**config.mk**
```make
export PLATFORM = sky130hd
export DESIGN_NAME = ordered_retry_queue
export DESIGN_NICKNAME = d
export VERILOG_FILES = /design/src/rtl/orq_pkg.sv /design/src/rtl/orq_fifo.sv /design/src/rtl/orq_lane.sv /design/src/rtl/ordered_retry_queue.sv
export SDC_FILE = /design/constraint.sdc
export NUM_CORES = 1
export LEC_CHECK = 0
export BUFFER_PORTS_ARGS = -buffer_cell sky130_fd_sc_hd__buf_2
export CAP_MARGIN = 5
export CELL_PAD_IN_SITES_DETAIL_PLACEMENT = 1
export CELL_PAD_IN_SITES_GLOBAL_PLACEMENT = 1
export CORE_MARGIN = 4
export CORE_UTILIZATION = 40
export CTS_CLUSTER_SIZE = 28
export DETAILED_ROUTE_END_ITERATION = 8
export PLACE_DENSITY = 0.65
export SYNTH_ARGS = -nofsm -noshare
export SYNTH_HDL_FRONTEND = slang
export SYNTH_SLANG_ARGS = --single-unit
```
**constraint.sdc**
```tcl
create_clock -name clk_i -period 2.9 [get_ports clk_i]
set_clock_uncertainty 0.1 [all_clocks]
set_input_delay 0.87 -clock clk_i [delete_from_list [all_inputs] [get_ports clk_i]]
set_output_delay 0.87 -clock clk_i [all_outputs]
set_load 0.02 [all_outputs]
```
**src/rtl/orq_pkg.sv**
```systemverilog
package orq_pkg;
  typedef enum logic {
    LANE_WALK = 1'b0,
    LANE_MAIN = 1'b1
  } lane_e;
endpackage

```
**src/rtl/orq_fifo.sv**
```systemverilog
module orq_fifo #(
  parameter int W     = 5,
  parameter int DEPTH = 4
) (
  input  logic                         clk_i,
  input  logic                         rst_ni,
  input  logic                         push_i,
  input  logic                         pop_i,
  input  logic [W-1:0]                 data_i,
  output logic [W-1:0]                 head_o,
  output logic [$clog2(DEPTH+1)-1:0]   cnt_o,
  output logic                         empty_o,
  output logic                         full_o
);
  localparam int PTR_W = (DEPTH > 1) ? $clog2(DEPTH) : 1;
  localparam int CNT_W = $clog2(DEPTH + 1);

  logic [W-1:0]     mem [DEPTH];
  logic [PTR_W-1:0] wr_q, rd_q;
  logic [CNT_W-1:0] cnt_q;

  function automatic logic [PTR_W-1:0] nxt(input logic [PTR_W-1:0] p);
    return (p == PTR_W'(DEPTH - 1)) ? '0 : p + 1'b1;
  endfunction

  always_ff @(posedge clk_i or negedge rst_ni) begin
    if (!rst_ni) begin
      wr_q  <= '0;
      rd_q  <= '0;
      cnt_q <= '0;
    end else begin
      if (push_i) wr_q <= nxt(wr_q);
      if (pop_i)  rd_q <= nxt(rd_q);
      cnt_q <= cnt_q + CNT_W'(push_i) - CNT_W'(pop_i);
    end
  end

  always_ff @(posedge clk_i) begin
    if (push_i) mem[wr_q] <= data_i;
  end

  assign head_o  = mem[rd_q];
  assign cnt_o   = cnt_q;
  assign empty_o = (cnt_q == '0);
  assign full_o  = (cnt_q == CNT_W'(DEPTH));
endmodule

```
**src/rtl/orq_lane.sv**
```systemverilog
module orq_lane #(
  parameter int            ID_W  = 4,
  parameter int            DEPTH = 4,
  parameter orq_pkg::lane_e KIND = orq_pkg::LANE_MAIN
) (
  input  logic            clk_i,
  input  logic            rst_ni,
  input  logic            in_valid_i,
  input  logic            in_final_i,
  input  logic [ID_W-1:0] in_id_i,
  input  logic            port_ready_i,
  input  logic            port_retry_i,
  output logic            port_valid_o,
  output logic            port_final_o,
  output logic [ID_W-1:0] port_id_o,
  output logic            full_o,
  output logic            kick_o
);
  localparam int W     = ID_W + 1;
  localparam int CNT_W = $clog2(DEPTH + 1);

  logic [W-1:0]     head;
  logic [CNT_W-1:0] cnt;
  logic             empty, push, pop, direct, draining, drain_q;

  orq_fifo #(.W(W), .DEPTH(DEPTH)) u_fifo (
    .clk_i   (clk_i),
    .rst_ni  (rst_ni),
    .push_i  (push),
    .pop_i   (pop),
    .data_i  ({in_final_i, in_id_i}),
    .head_o  (head),
    .cnt_o   (cnt),
    .empty_o (empty),
    .full_o  (full_o)
  );

  // head is shown only while a strobe-started drain is running
  assign draining = (drain_q | port_retry_i) & ~empty;
  assign direct   = empty & in_valid_i & port_ready_i;
  assign pop      = draining & port_ready_i;
  assign push     = in_valid_i & ~direct;

  assign port_valid_o = draining | (empty & in_valid_i);
  assign {port_final_o, port_id_o} = draining ? head : {in_final_i, in_id_i};

  always_ff @(posedge clk_i or negedge rst_ni) begin
    if (!rst_ni) drain_q <= 1'b0;
    else         drain_q <= pop & (cnt > CNT_W'(1));
  end

  generate
    if (KIND == orq_pkg::LANE_MAIN) begin : g_main_kick
      assign kick_o = direct | (pop & head[W-1]);
    end else begin : g_walk_kick
      assign kick_o = direct;
    end
  endgenerate
endmodule

```
**src/rtl/ordered_retry_queue.sv**
```systemverilog
module ordered_retry_queue #(
  parameter int ID_W  = 4,
  parameter int DEPTH = 4
) (
  input  logic            clk_i,
  input  logic            rst_ni,
  input  logic            walk_port_en_i,
  input  logic            req_valid_i,
  input  logic            req_final_i,
  input  logic [ID_W-1:0] req_id_i,
  output logic            req_ready_o,
  output logic            main_valid_o,
  output logic            main_final_o,
  output logic [ID_W-1:0] main_id_o,
  input  logic            main_ready_i,
  input  logic            main_retry_i,
  output logic            walk_valid_o,
  output logic [ID_W-1:0] walk_id_o,
  input  logic            walk_ready_i,
  input  logic            walk_retry_i,
  output logic            up_retry_o
);
  logic to_walk, main_full, walk_full, main_in, walk_in;
  logic main_kick, walk_kick, walk_final;

  assign to_walk     = walk_port_en_i & ~req_final_i;
  assign req_ready_o = to_walk ? ~walk_full : ~main_full;
  assign main_in     = req_valid_i & ~to_walk & ~main_full;
  assign walk_in     = req_valid_i &  to_walk & ~walk_full;

  orq_lane #(.ID_W(ID_W), .DEPTH(DEPTH), .KIND(orq_pkg::LANE_MAIN)) u_main (
    .clk_i        (clk_i),
    .rst_ni       (rst_ni),
    .in_valid_i   (main_in),
    .in_final_i   (req_final_i),
    .in_id_i      (req_id_i),
    .port_ready_i (main_ready_i),
    .port_retry_i (main_retry_i),
    .port_valid_o (main_valid_o),
    .port_final_o (main_final_o),
    .port_id_o    (main_id_o),
    .full_o       (main_full),
    .kick_o       (main_kick)
  );

  orq_lane #(.ID_W(ID_W), .DEPTH(DEPTH), .KIND(orq_pkg::LANE_WALK)) u_walk (
    .clk_i        (clk_i),
    .rst_ni       (rst_ni),
    .in_valid_i   (walk_in),
    .in_final_i   (req_final_i),
    .in_id_i      (req_id_i),
    .port_ready_i (walk_ready_i),
    .port_retry_i (walk_retry_i),
    .port_valid_o (walk_valid_o),
    .port_final_o (walk_final),
    .port_id_o    (walk_id_o),
    .full_o       (walk_full),
    .kick_o       (walk_kick)
  );

  // merged triggers -> single registered pulse
  always_ff @(posedge clk_i or negedge rst_ni) begin
    if (!rst_ni) up_retry_o <= 1'b0;
    else         up_retry_o <= main_kick | walk_kick;
  end
endmodule

```
==> results.json <==
{
  "slowest_stage": "o32ai_4",
  "place.gp.congestion": 0.743,
  "min_period_ns": 2.79,
  "cts_resized": 0,
  "power_leakage_nw": 1.16,
  "fin_crit_sh": 0.963,
  "ant_nets": 0,
  "cp.required_ns": 1.93,
  "clk_path_buf_depth": 2,
  "synthMuxAreaShare": 0.154,
  "path_delay_family": "compound AO/OA/AOI/OAI gates",
  "drive_above_1_share": 0.335,
  "synthTopCellsByArea": "edfxtp_1 (43%), dfrtp_1 (17%), mux4_2 (8.0%), ha_1 (7.9%), mux2_2 (6.2%)",
  "syn_avg_cell_area_um2": 15.7,
  "path_clk_slew_ns": 0.09,
  "cp-start-kind": "register",
  "pwr-share-comb": 0.355,
  "cts.sinks": 53,
  "min_path_type": "in2async",
  "internal_power_mw": 1.84,
  "maxCapViolCount": 0,
  "htreeDepth": 2,
  "wl_per_cell_um": 17.8,
  "grt_antenna_before_repair": 0,
  "path_cells": "o32ai_4, mux2_2, buf_2",
  "path_buf_inv": 1,
  "fin_nets": 224,
  "synthCells": 162,
  "worst_slew_pin_slew_ns": 0.468,
  "critPathArrivalTime_ns": 1.82,
  "fp.dieArea_mm2": 0.00769,
  "grtUsageTotal": 0.140,
  "drc": 0,
  "seqPwrFrac": 0.434,
  "fin_setup_tns_ns": 0,
  "synthSimpleGateAreaFrac": 0.0675,
  "worst_r2r_path_depth": 8,
  "drt_iter0_markers": 34,
  "synth_fa_ha_area_frac": 0.0946,
  "ir_drop_mv": 0.370,
  "wl_mm": 4.80,
  "switchingPower_mw": 0.971,
  "syn-num-nets": 193,
  "fp.dieH_um": 87.7,
  "synth_warnings": 0,
  "p_total_mw": 2.81,
  "initial_core_util": 0.421,
  "cts_tree": "done",
  "end_kind": "primary output",
  "ctsHoldBuffers": 0,
  "grt_pass1_vias": 1620,
  "synth_seq_cells": 53,
  "io_pins": 26,
  "overflow": 0,
  "drtPass1Iterations": 4,
  "clkPwrFrac": 0.211,
  "die_w_um": 87.7,
  "grt_pass1_wl_mm": 8.11,
  "grt_max_degree": 18,
  "crit_type": "reg2out",
  "swShare": 0.345,
  "area_delta_synth_final_pct": 13.8,
  "r2r_start": "u_walk.u_fifo.cnt_o[0]",
  "syn_area_mm2": 0.00254,
  "clk_latency_ns": 0.31,
  "path_depth": 3,
  "core-area_mm2": 0.00603,
  "power_density_mw_per_mm2": 973,
  "num_vias": 1404,
  "viasPerCell": 5.22,
  "cp_max_fo": 8,
  "synth_top_cell_by_area": "edfxtp_1",
  "r2r_setup_slack_ns": 0.43,
  "setup_violations": 0,
  "cts_setup_buffers": 0,
  "status": "complete, no violations",
  "synth_top_family_by_area": "multiplexers",
  "fillerInstances": 615,
  "slew_headroom": 0.688,
  "cts_buffers": 5,
  "r2r-end": "u_walk.u_fifo.cnt_o[2]",
  "ys_seq_area_frac": 0.593,
  "max_stage_delay_ns": 0.49,
  "io_buffers": 25,
  "diodes": 0,
  "hpwl_mm": 3.65,
  "fmax_mhz": 358,
  "synth_xor_xnor_area_share": 0.00690,
  "rows": 28,
  "rsz0062_at_grt": "false",
  "slew_viol_final": 0,
  "synth_compound_area_frac": 0.0493,
  "yosysTopAreaCellShare": 0.426,
  "ys_types": 32,
  "finalHoldViolations": 0,
  "cts_root_buf": "clkbuf_8"
}
-- cell usage after synthesis --
cell type,number
buf_4,1
o221ai_1,2
mux4_2,9
o32a_1,1
a21oi_1,2
or2_1,2
fa_1,2
nor4_1,1
o311a_2,1
nor3_1,1
xor2_1,1
edfxtp_1,36
nor3b_1,2
inv_1,17
ha_1,16
buf_6,1
nor2b_1,1
mux2_4,2
nand2_1,5
nor2_1,9
mux2_2,14
o311a_1,1
o22ai_1,1
o21ai_0,1
o32ai_4,2
xnor2_1,1
nand3_1,1
and2_1,8
dfrtp_1,17
nand2b_1,1
buf_2,1
nand4_1,2
-- through the flow --
| step | std cells | hold slack, ns | setup WS, ns | utilization | instance area [um2] |
|---|---|---|---|---|---|
| 2_1_floorplan | 162 | 0.434 | 0.303 | - | 2540 |
| 3_3_place_gp | 261 | 0.444 | 0.121 | 0.456 | 2750 |
| 3_5_place_dp | 261 | 0.472 | 0.115 | 0.456 | 2750 |
| 4_1_cts | 269 | 0.385 | 0.0147 | 0.479 | 2890 |
| 5_1_grt | 269 | 0.397 | 0.00537 | 0.479 | 2890 |
| 6_report | 269 | 0.380 | 0.108 | 0.479 | 2890 |
-- sequential cells by signal, summed over array words and instances, names as in the netlist --
register	count
u_main.drain_q	1
u_walk.drain_q	1
u_walk.u_fifo.mem	16
u_walk.u_fifo.rd_q	2
up_retry_o	1
u_main.u_fifo.rd_q	2
u_main.u_fifo.cnt_o	3
u_walk.u_fifo.cnt_o	3
u_main.u_fifo.wr_q	2
u_main.u_fifo.mem	20
u_walk.u_fifo.wr_q	2
-- power groups by stage --
stage | clock, mW | combinational [mW] | sequential (mW)
detailed placement | 0 | 1.02 | 1.24
finish | 0.593 | 0.998 | 1.22
global placement | 0 | 0.957 | 1.22
CTS | 0.611 | 1.03 | 1.22
global route | 0.645 | 1.12 | 1.26
floorplan | 0 | 0.806 | 1.15
-- layer usage --
metal | track usage | share of wire
met5 | 0 | 0
met4 | 0.0460 | 0.012
met3 | 0.0405 | 0.043
met2 | 0.235 | 0.51
met1 | 0.173 | 0.44
-- final cells by class --
| class | count | area (um2) | area share |
|---|---|---|---|
| clock buffers | 5 | 68.8 | 0.0238 |
| multi-input cells | 89 | 945 | 0.327 |
| clock inverters | 3 | 68.8 | 0.0238 |
| repair buffers | 27 | 140 | 0.0485 |
| inverters | 17 | 63.8 | 0.0221 |
| flip-flops and latches | 53 | 1510 | 0.522 |
| well taps | 75 | 93.8 | 0.0325 |
-- how the worst max path moves through the flow --
stage | from | end | slack, ns
after floorplan | walk_port_en_i | u_walk.u_fifo.cnt_o[2] | 0.30
after global placement | main_retry_i | main_id_o[1] | 0.12
after detailed placement | main_retry_i | main_id_o[3] | 0.12
after CTS | u_main.u_fifo.rd_q[0] | main_id_o[2] | 0.01
after global routing | u_main.u_fifo.cnt_o[0] | main_id_o[0] | 0.005
final | u_main.u_fifo.cnt_o[0] | main_id_o[2] | 0.11
-- worst reg2reg max path: cells and delay by family (launching register included) --
kind,cells,cell delay (ns)
AOI/OAI and AO/OA,1,0.47
xor gates and xnor gates,1,0.14
adders and majority gates,3,0.84
buffers and inverters,2,0.10
DFF,1,0.47
and+or+nand+nor,1,0.25
-- layout by cell type (no fill, tap or decap), drive strengths merged, types with 2 or more instances in the layout --
cell type / instances
and2: 8
dfrtp: 17
mux2: 16
o32ai: 2
o311a: 2
edfxtp: 36
clkbuf: 5
bufinv: 2
ha: 16
o221ai: 2
nand2: 5
nor3b: 2
fa: 2
nand4: 2
mux4: 9
nor2: 9
a21oi: 2
or2: 2
buf: 27
inv: 18
-- cells by family (layout without fill, tap and decap cells) --
logic type | count (synthesis) | after routing
compound gates | 11 | 11
fa+ha+maj | 18 | 18
xor+xnor | 2 | 2
mux | 25 | 25
flops | 53 | 53
buf+inv | 20 | 52
simple gates | 33 | 33
Power figures use the tool's default switching activity.
